### src/rtl/hp_slot_pkg.sv
package hp_slot_pkg;
  localparam int REG_W  = 16;
  localparam int LANE_W = 8;

  // status bit positions
  localparam int ST_ABP = 0;
  localparam int ST_PDC = 3;
  localparam int ST_CC  = 4;
  localparam int ST_PDS = 6;
  localparam int ST_ILK = 7;

  // control bit positions
  localparam int CT_HPIE = 5;
  localparam int CT_AI_LO = 6;
  localparam int CT_PI_LO = 8;
  localparam int CT_PCC  = 10;
  localparam int CT_ILKC = 11;

  localparam logic [1:0] IND_OFF = 2'b11;

  localparam logic [REG_W-1:0] CTL_WMASK = 16'h07F9;
  localparam logic [REG_W-1:0] EVT_MASK  = 16'h0019;
  localparam logic [REG_W-1:0] CTL_RST   = 16'h00C0;

  function automatic logic [REG_W-1:0] lane_merge(
    input logic [REG_W-1:0]        old_v,
    input logic [REG_W-1:0]        new_v,
    input logic [REG_W/LANE_W-1:0] be
  );
    logic [REG_W-1:0] r;
    r = old_v;
    for (int i = 0; i < REG_W/LANE_W; i++) begin
      if (be[i]) r[i*LANE_W +: LANE_W] = new_v[i*LANE_W +: LANE_W];
    end
    return r;
  endfunction

  function automatic logic pending_of(
    input logic [REG_W-1:0] ctl,
    input logic [REG_W-1:0] stat
  );
    return ctl[CT_HPIE] & (|(stat & ctl & EVT_MASK));
  endfunction
endpackage

### src/rtl/hp_ctl_reg.sv
module hp_ctl_reg
  import hp_slot_pkg::*;
#(
  parameter int W = REG_W
) (
  input  logic                  clk,
  input  logic                  rst_n,
  input  logic                  ctl_wr,
  input  logic [W-1:0]          wdata,
  input  logic [W/LANE_W-1:0]   be,
  output logic [W-1:0]          ctl_q,
  output logic [W-1:0]          ctl_nxt,
  output logic                  cmd_evt,
  output logic                  ilk_toggle,
  output logic                  power_off_req
);
  localparam int BE_W = W / LANE_W;
  localparam int HI_LANE = CT_ILKC / LANE_W;

  logic [W-1:0] merged;

  assign merged  = lane_merge(ctl_q, wdata, be);
  assign cmd_evt = ctl_wr & (|be);
  assign ilk_toggle = cmd_evt & be[HI_LANE] & wdata[CT_ILKC];
  assign power_off_req = cmd_evt & merged[CT_PCC] &
                         (merged[CT_PI_LO +: 2] == IND_OFF);

  always_comb begin
    ctl_nxt = ctl_q;
    if (cmd_evt) ctl_nxt = merged & CTL_WMASK;
  end

  always_ff @(posedge clk) begin
    if (!rst_n) ctl_q <= CTL_RST;
    else        ctl_q <= ctl_nxt;
  end

  logic unused_be;
  assign unused_be = ^be[BE_W-1:0];
endmodule

### src/rtl/hp_stat_reg.sv
module hp_stat_reg
  import hp_slot_pkg::*;
#(
  parameter int W = REG_W
) (
  input  logic                  clk,
  input  logic                  rst_n,
  input  logic                  stat_wr,
  input  logic [W-1:0]          wdata,
  input  logic [W/LANE_W-1:0]   be,
  input  logic                  cmd_evt,
  input  logic                  ilk_toggle,
  input  logic                  power_off_req,
  input  logic                  btn_press,
  input  logic                  dev_arrive,
  output logic [W-1:0]          stat_q,
  output logic [W-1:0]          stat_nxt,
  output logic                  detach_q
);
  logic detach_evt;
  logic [W-1:0] clr_mask;

  assign detach_evt = power_off_req & stat_q[ST_PDS];
  assign clr_mask   = (stat_wr & be[0]) ? (wdata & EVT_MASK) : '0;

  always_comb begin
    stat_nxt = stat_q & ~clr_mask;
    if (ilk_toggle) stat_nxt[ST_ILK] = ~stat_q[ST_ILK];
    if (detach_evt) begin
      stat_nxt[ST_PDS] = 1'b0;
      stat_nxt[ST_PDC] = 1'b1;
    end
    if (cmd_evt)   stat_nxt[ST_CC]  = 1'b1;
    if (btn_press) stat_nxt[ST_ABP] = 1'b1;
    if (dev_arrive) begin
      stat_nxt[ST_PDS] = 1'b1;
      stat_nxt[ST_PDC] = 1'b1;
      stat_nxt[ST_ABP] = 1'b1;
    end
  end

  always_ff @(posedge clk) begin
    if (!rst_n) begin
      stat_q   <= '0;
      detach_q <= 1'b0;
    end else begin
      stat_q   <= stat_nxt;
      detach_q <= detach_evt;
    end
  end
endmodule

### src/rtl/hp_notify.sv
module hp_notify
  import hp_slot_pkg::*;
#(
  parameter int W = REG_W
) (
  input  logic         clk,
  input  logic         rst_n,
  input  logic [W-1:0] ctl_nxt,
  input  logic [W-1:0] stat_nxt,
  input  logic         msg_mode,
  output logic         pending_q,
  output logic         irq_q,
  output logic         msg_q
);
  logic pending_nxt;

  assign pending_nxt = pending_of(ctl_nxt, stat_nxt);

  always_ff @(posedge clk) begin
    if (!rst_n) begin
      pending_q <= 1'b0;
      irq_q     <= 1'b0;
      msg_q     <= 1'b0;
    end else begin
      pending_q <= pending_nxt;
      irq_q     <= ~msg_mode & pending_nxt;
      msg_q     <= msg_mode & (pending_nxt != pending_q);
    end
  end
endmodule

### src/rtl/hp_slot_ctrl.sv
module hp_slot_ctrl
  import hp_slot_pkg::*;
(
  input  logic        clk,
  input  logic        rst_n,
  input  logic        reg_wr,
  input  logic        reg_addr,
  input  logic [1:0]  reg_be,
  input  logic [15:0] reg_wdata,
  output logic [15:0] reg_rdata,
  input  logic        btn_press,
  input  logic        dev_arrive,
  input  logic        msg_mode,
  output logic        irq_level,
  output logic        msg_pulse,
  output logic        detach_pulse
);
  logic [REG_W-1:0] ctl_q, ctl_nxt, stat_q, stat_nxt;
  logic cmd_evt, ilk_toggle, power_off_req, pending_q;
  logic ctl_wr, stat_wr;

  assign ctl_wr  = reg_wr & ~reg_addr;
  assign stat_wr = reg_wr &  reg_addr;

  hp_ctl_reg #(.W(REG_W)) u_ctl (
    .clk(clk), .rst_n(rst_n), .ctl_wr(ctl_wr), .wdata(reg_wdata), .be(reg_be),
    .ctl_q(ctl_q), .ctl_nxt(ctl_nxt), .cmd_evt(cmd_evt),
    .ilk_toggle(ilk_toggle), .power_off_req(power_off_req)
  );

  hp_stat_reg #(.W(REG_W)) u_stat (
    .clk(clk), .rst_n(rst_n), .stat_wr(stat_wr), .wdata(reg_wdata), .be(reg_be),
    .cmd_evt(cmd_evt), .ilk_toggle(ilk_toggle), .power_off_req(power_off_req),
    .btn_press(btn_press), .dev_arrive(dev_arrive),
    .stat_q(stat_q), .stat_nxt(stat_nxt), .detach_q(detach_pulse)
  );

  hp_notify #(.W(REG_W)) u_ntf (
    .clk(clk), .rst_n(rst_n), .ctl_nxt(ctl_nxt), .stat_nxt(stat_nxt),
    .msg_mode(msg_mode), .pending_q(pending_q), .irq_q(irq_level),
    .msg_q(msg_pulse)
  );

  assign reg_rdata = reg_addr ? stat_q : ctl_q;
endmodule

### config.mk
export PLATFORM = sky130hd
export DESIGN_NAME = hp_slot_ctrl
export DESIGN_NICKNAME = d
export VERILOG_FILES = /design/src/rtl/hp_slot_pkg.sv /design/src/rtl/hp_ctl_reg.sv /design/src/rtl/hp_stat_reg.sv /design/src/rtl/hp_notify.sv /design/src/rtl/hp_slot_ctrl.sv
export SDC_FILE = /design/constraint.sdc
export NUM_CORES = 1
export LEC_CHECK = 0
export ABC_AREA = 1
export BUFFER_PORTS_ARGS = -buffer_cell sky130_fd_sc_hd__buf_2
export CAP_MARGIN = 20
export CELL_PAD_IN_SITES_DETAIL_PLACEMENT = 1
export CELL_PAD_IN_SITES_GLOBAL_PLACEMENT = 1
export CORE_AREA = 4 4 62 64
export CTS_CLUSTER_DIAMETER = 80
export DETAILED_ROUTE_END_ITERATION = 7
export DIE_AREA = 0 0 66 68
export PLACE_DENSITY_LB_ADDON = 0.15
export SLEW_MARGIN = 20
export SYNTH_ARGS = -nofsm -noshare
export SYNTH_HDL_FRONTEND = slang
export SYNTH_SLANG_ARGS = --single-unit
### constraint.sdc
create_clock -name clk -period 1.3 [get_ports clk]
set_input_delay 0.065 -clock clk [delete_from_list [all_inputs] [get_ports clk]]
set_output_delay 0.065 -clock clk [all_outputs]
set_load 0.005 [all_outputs]
## Word-level counts from Yosys, hierarchy flattened

Index checks and enable logic that the tools add are counted.
Widths: inputs -> output; s select.

- Add/sub/neg operators: 0
- Multipliers: 0
- Div/mod/pow operators: 0
- Magnitude comparators: 0
- Equality and inequality tests: 2
- Shifts and indexed selects: 0
- Multiplexer cells: 13
- Bitwise operators: 18
- Reduce and logical (&&, ||, !) cells: 2

Operator list:

| operator | count |
|---|---|
| $mux 16 | 2 |
| $and 16x16->16 | 1 |
| $not 16->16 | 1 |
| $and 1x1->1 | 12 |
| $mux 1 | 8 |
| $mux 8 | 1 |
| $and 5x5->5 | 1 |
| $mux 5 | 1 |
| $mux 3 | 1 |
| $not 1->1 | 3 |
| $reduce_or 3->1 | 1 |
| $eq 2x2->1 const B | 1 |
| $reduce_or 2->1 | 1 |
| $ne 1x1->1 | 1 |

- Flip-flop bits (word level): 36
- Bits in latches: 0
- RAM bits: 0
- Memory bits (read-only): 0
- Input bits: 25
- Output and inout bits: 19
- Word-level logic and storage cells: 41
- Memories kept: 0

## Logic depth before layout (Yosys ltp)

- Depth after elaboration: 13
- Mapped depth: 12
- Mapped depth without buffers: 12

## Hierarchy

A second synthesis with hierarchy kept.

- Cells, all modules: 234
- Area total of the unflattened synthesis: 1562.7 um2

By module, submodules not included:

| module | instances | cells each | area each (um2) | sequential area each (um2) |
|---|---|---|---|---|
| hp_ctl_reg | 1 | 104 | 759.5 | 320.3 |
| hp_stat_reg | 1 | 57 | 411.6 | 120.1 |
| hp_slot_ctrl | 1 | 56 | 259.0 | 0.0 |
| hp_notify | 1 | 17 | 132.6 | 60.1 |

## Worst setup path after synthesis

OpenSTA, ideal clock, no wires.

- Path kind: register -> register
- Start: register u_ctl.ctl_q[9]
- End: register u_ntf.msg_q
- Library setup time: 0.115 ns
- Arrival time: 1.004 ns
- Required time: 1.185 ns
- Setup slack: 0.181 ns
- Stages on the path, launching flop included: 12
- Buffers on the path: 0
- Period minus slack after synthesis: 1.119 ns
- Path through: dfxtp_1 inv_1 nand2_1 nand2_1 nor2_1 nand3_2 nand2_1 nand2_1 nand2_2 nand3_1 nand2_1 nor2_1

- Cells in the longest elaborated chain, start to end: 11

Ends and longest elaborated chain:

| item | RTL line | source |
|---|---|---|
| start: declaration | hp_ctl_reg.sv:11 | `output logic [W-1:0] ctl_q,` |
| start signal: assignment | hp_ctl_reg.sv:35 | `else ctl_q <= ctl_nxt;` |
| $mux 3 | hp_slot_pkg.sv:33 | `if (be[i]) r[i*LANE_W +: LANE_W] = new_v[i*LANE_W +: LANE_W];` |
| $eq 2x2->1 | hp_ctl_reg.sv:26 | `(merged[CT_PI_LO +: 2] == IND_OFF);` |
| $and 1x1->1 | hp_ctl_reg.sv:25 | `assign power_off_req = cmd_evt & merged[CT_PCC] &` |
| $and 1x1->1 | hp_stat_reg.sv:23 | `assign detach_evt = power_off_req & stat_q[ST_PDS];` |
| $mux 1 | hp_stat_reg.sv:29 | `if (detach_evt) begin` |
| $mux 1 | hp_stat_reg.sv:35 | `if (dev_arrive) begin` |
| $and 5x5->5 | hp_slot_pkg.sv:42 | `return ctl[CT_HPIE] & (\|(stat & ctl & EVT_MASK));` |
| $reduce_or 3->1 | hp_slot_pkg.sv:42 |  |
| $and 1x1->1 | hp_slot_pkg.sv:42 |  |
| $ne 1x1->1 | hp_notify.sv:27 | `msg_q <= msg_mode & (pending_nxt != pending_q);` |
| $and 1x1->1 | hp_notify.sv:27 |  |
| end signal: assignment | hp_notify.sv:27 |  |
| end: declaration | hp_notify.sv:13 | `output logic msg_q` |

Every way passes these cells.
A chain may end at the register's enable or synchronous reset.

## Final worst setup path

- Start: register u_ctl.ctl_q[10]
- End: register u_stat.stat_q[6]

- Cells in the longest elaborated chain, start to end: 6

Ends and longest elaborated chain:

| item | RTL line | source |
|---|---|---|
| $mux 3 | hp_slot_pkg.sv:33 |  |
| $and 1x1->1 (2 in a row) | hp_ctl_reg.sv:25 |  |
| $and 1x1->1 | hp_stat_reg.sv:23 |  |
| $mux 1 | hp_stat_reg.sv:29 |  |
| $mux 1 | hp_stat_reg.sv:35 |  |
| end signal: assignment | hp_stat_reg.sv:47 | `stat_q <= stat_nxt;` |
| end: declaration | hp_stat_reg.sv:16 | `output logic [W-1:0] stat_q,` |

Every way passes these cells.

==> summary.txt <==
Cells and area
  • Area grow syn2layout: 35.4%
  • Final Util: 0.391
  • Diode count: 0
  • Finished Cell Area: 1280 um2
  • Layout cell share with drive strength beyond 1: 0.341
  • Final #Nets: 211

Floorplan
  • Die W: 66 um
  • Chip height: 68 um
  • Starting density of the core: 0.289
  • FP Rows: 21
  • Io pins: 44
  • Core Box Area: 3280 um2
  • DIE AREA: 4490 um2

Critical path
  • Crit Path Category: reg -> reg
  • R2r startpoint: u_ctl.ctl_q[10]
  • Max FO, Critical Path: 3
  • R2r setup slk: 0.09 ns
  • Reg2Reg Depth: 9
  • R2r endpoint: u_stat.stat_q[6]
  • Crit path arrival time: 1.40 ns
  • Data required, critical path: 1.49 ns
  • Startpoint types: flip-flop
  • CP endpoint kind: flip-flop

Clock network
  • Total CTS buffers: 3
  • TritonCTS clock tree: done
  • Clk Latency, worst-skew pair: 0.31 ns
  • # clock sinks: 18
  • H-tree Lvls: 1
  • Max Root-Sink Buffers: 2
  • Clock transition at path regs: 0.11 ns
  • Root buf cell: clkbuf_4

STA
  • Fmax achieved: 829 MHz
  • Unrepaired setup endpoints after global routing: true
  • Fin crit share: 0.928
  • Final setup viols: 0
  • Post-route minimum period: 1.21 ns
  • Slew Viols, Final: 0
  • Clock Skew: 0.00242 ns
  • Endpoints failing hold: 0

GRT
  • Vias in the first global route: 977
  • Initial antenna violation count: 0
  • Pin count of the biggest net entering global routing: 14
  • GRT overflow: 0
  • Total track usage: 0.126
  • Wire length of the first global-routing pass: 4.25 mm

Route
  • DR pass1 iterations: 4
  • Number of vias per cell: 4.28
  • Antenna Nets Post-Route: 0
  • DR iter-0 viols: 51
  • Wirelength per Cell: 11.7 um
  • Final wirelength: 2.70 mm
  • Drc violations: 0
  • Via count: 988

Power and ir drop
  • Pwr Density: 933 nW/um2
  • Static leakage: 0.691 nW
  • Total Power: 1.20 mW
  • Maximum VDD drop: 377 uV

Synthesis
  • Syn Inst Count: 141
  • Mapped cell area: 948 um2
  • Flops & latches, synth: 18
  • Leading area contributor after synthesis: dfxtp_1
  • Yosys Warn Count: 0
  • Yosys cell types: 21
  • Synth top area share: 0.380
  • Sequential element share of the synthesized area: 0.380
  • Synth top area cells: dfxtp_1, nand2_1, inv_1
  • Synthesized area per cell: 6.73 um2

Place
  • GPL Wtd Cong: 0.733
  • HPWL Detailed: 2.10 mm
  • Post-Place Cell Area: 1160 um2
  • IO buf count: 30

Job
  • Maxcap violations: 0

Status
  • Status: finished clean

Min path
  • Min-delay worst type: in -> reg
  • Hold path start: rst_n
  • Hold Path Sink: u_ctl.ctl_q[7]
  • WHS Path Cells: 2
## registers in the layout (all words and copies together), names as in the netlist
| register | count |
|---|---|
| u_ntf.irq_q | 1 |
| u_ctl.ctl_q | 9 |
| u_stat.detach_q | 1 |
| u_ntf.pending_q | 1 |
| u_stat.stat_q | 5 |
| u_ntf.msg_q | 1 |
## per-stage QoR
stage / worst slack, ns / hold WS (ns) / TNS, ns / std cells
final: 0.0940 / 0.0113 / 0 / 231
after global routing: -0.0537 / 0.00557 / -0.114 / 231
after CTS: 0.0271 / 0.00723 / 0 / 228
after detailed placement: 0.0508 / 0.256 / 0 / 220
after global placement: 0.0675 / 0.251 / 0 / 220
after floorplan: 0.181 / 0.135 / 0 / 147
## cells by family (layout without fill, tap and decap cells)
logic type | after synthesis | count (layout) | share of synthesized area
simple gates | 75 | 75 | 0.365
buf+inv | 30 | 68 | 0.150
flops | 18 | 18 | 0.380
other cells | 1 | 7 | 0.00395
compound gates | 17 | 17 | 0.100
## cell type report
type | instances | area (um2)
Fill cell | 442 | 2000
Timing Repair Buffer | 44 | 265
Inverter | 20 | 75.1
Tap cell | 46 | 57.6
Multi-Input combinational cell | 99 | 485
Sequential cell | 18 | 364
Clock buffer | 4 | 36.3
## placed cells by master (no fill, tap or decap), drive strengths merged, types with 4 or more instances in the layout
master       count
nor2            17
buf             40
dlygate4sd3      4
nand3            7
inv             19
dfxtp           18
conb             7
a21oi            9
o21ai            4
clkbuf           4
nand2           47
## worst max-delay path, cell delays in order, from the launching register on
cell and delay (ns):
dfxtp_2 0.33, inv_1 0.06, nand2_1 0.07, nand2_1 0.08, nor2_4 0.13, buf_4 0.11
buf_4 0.09, nand2_1 0.04, a21oi_1 0.12, nor2_1 0.05
## how the worst max path moves through the flow
stage | from | end | slack, ns | cells past startpoint
after global placement | reg_addr | u_ntf.msg_q | 0.07 | 11
after global routing | u_ctl.ctl_q[10] | u_ntf.irq_q | -0.05 | 10
after floorplan | u_ctl.ctl_q[9] | u_ntf.msg_q | 0.18 | 11
after detailed placement | u_ctl.ctl_q[8] | u_ntf.msg_q | 0.05 | 11
final | u_ctl.ctl_q[10] | u_stat.stat_q[6] | 0.09 | 9
after CTS | u_ctl.ctl_q[8] | u_ntf.msg_q | 0.03 | 11
## routing by layer
metal | routed length [um] | vias to the layer above | global-route usage | part of all wire
met4 | 42 | 0 | 0.0685 | 0.016
met1 | 1210 | 451 | 0.154 | 0.45
met5 | 0 | - | 0 | 0
met2 | 1330 | 23 | 0.210 | 0.49
li1 | - | 508 | - | -
met3 | 120 | 6 | 0.0246 | 0.044
## cells in the mapped netlist (all sizes together)
master / n
nand2: 47
inv: 19
dfxtp: 18
nor2: 17
a21oi: 9
buf: 8
nand3: 7
o21ai: 4
nand4: 3
a211oi: 2
clkbuf: 2
o21a: 2
clkinv: 1
conb: 1
nor3: 1
## power by group
group	switching (mW)	internal [mW]	leakage (nW)
combinational	0.138	0.103	0.521
sequential	0.0122	0.578	0.149
clock	0.196	0.171	0.0210
total	0.346	0.852	0.691
## timing repair
action                                 4_1_cts  5_1_grt
gates resized for setup                      0        9
setup buffers                                0        3
hold buffers                                 4        0
setup endpoints to repair                    0        3
endpoints found under the hold margin        3        0
Power figures use the tool's default switching activity.
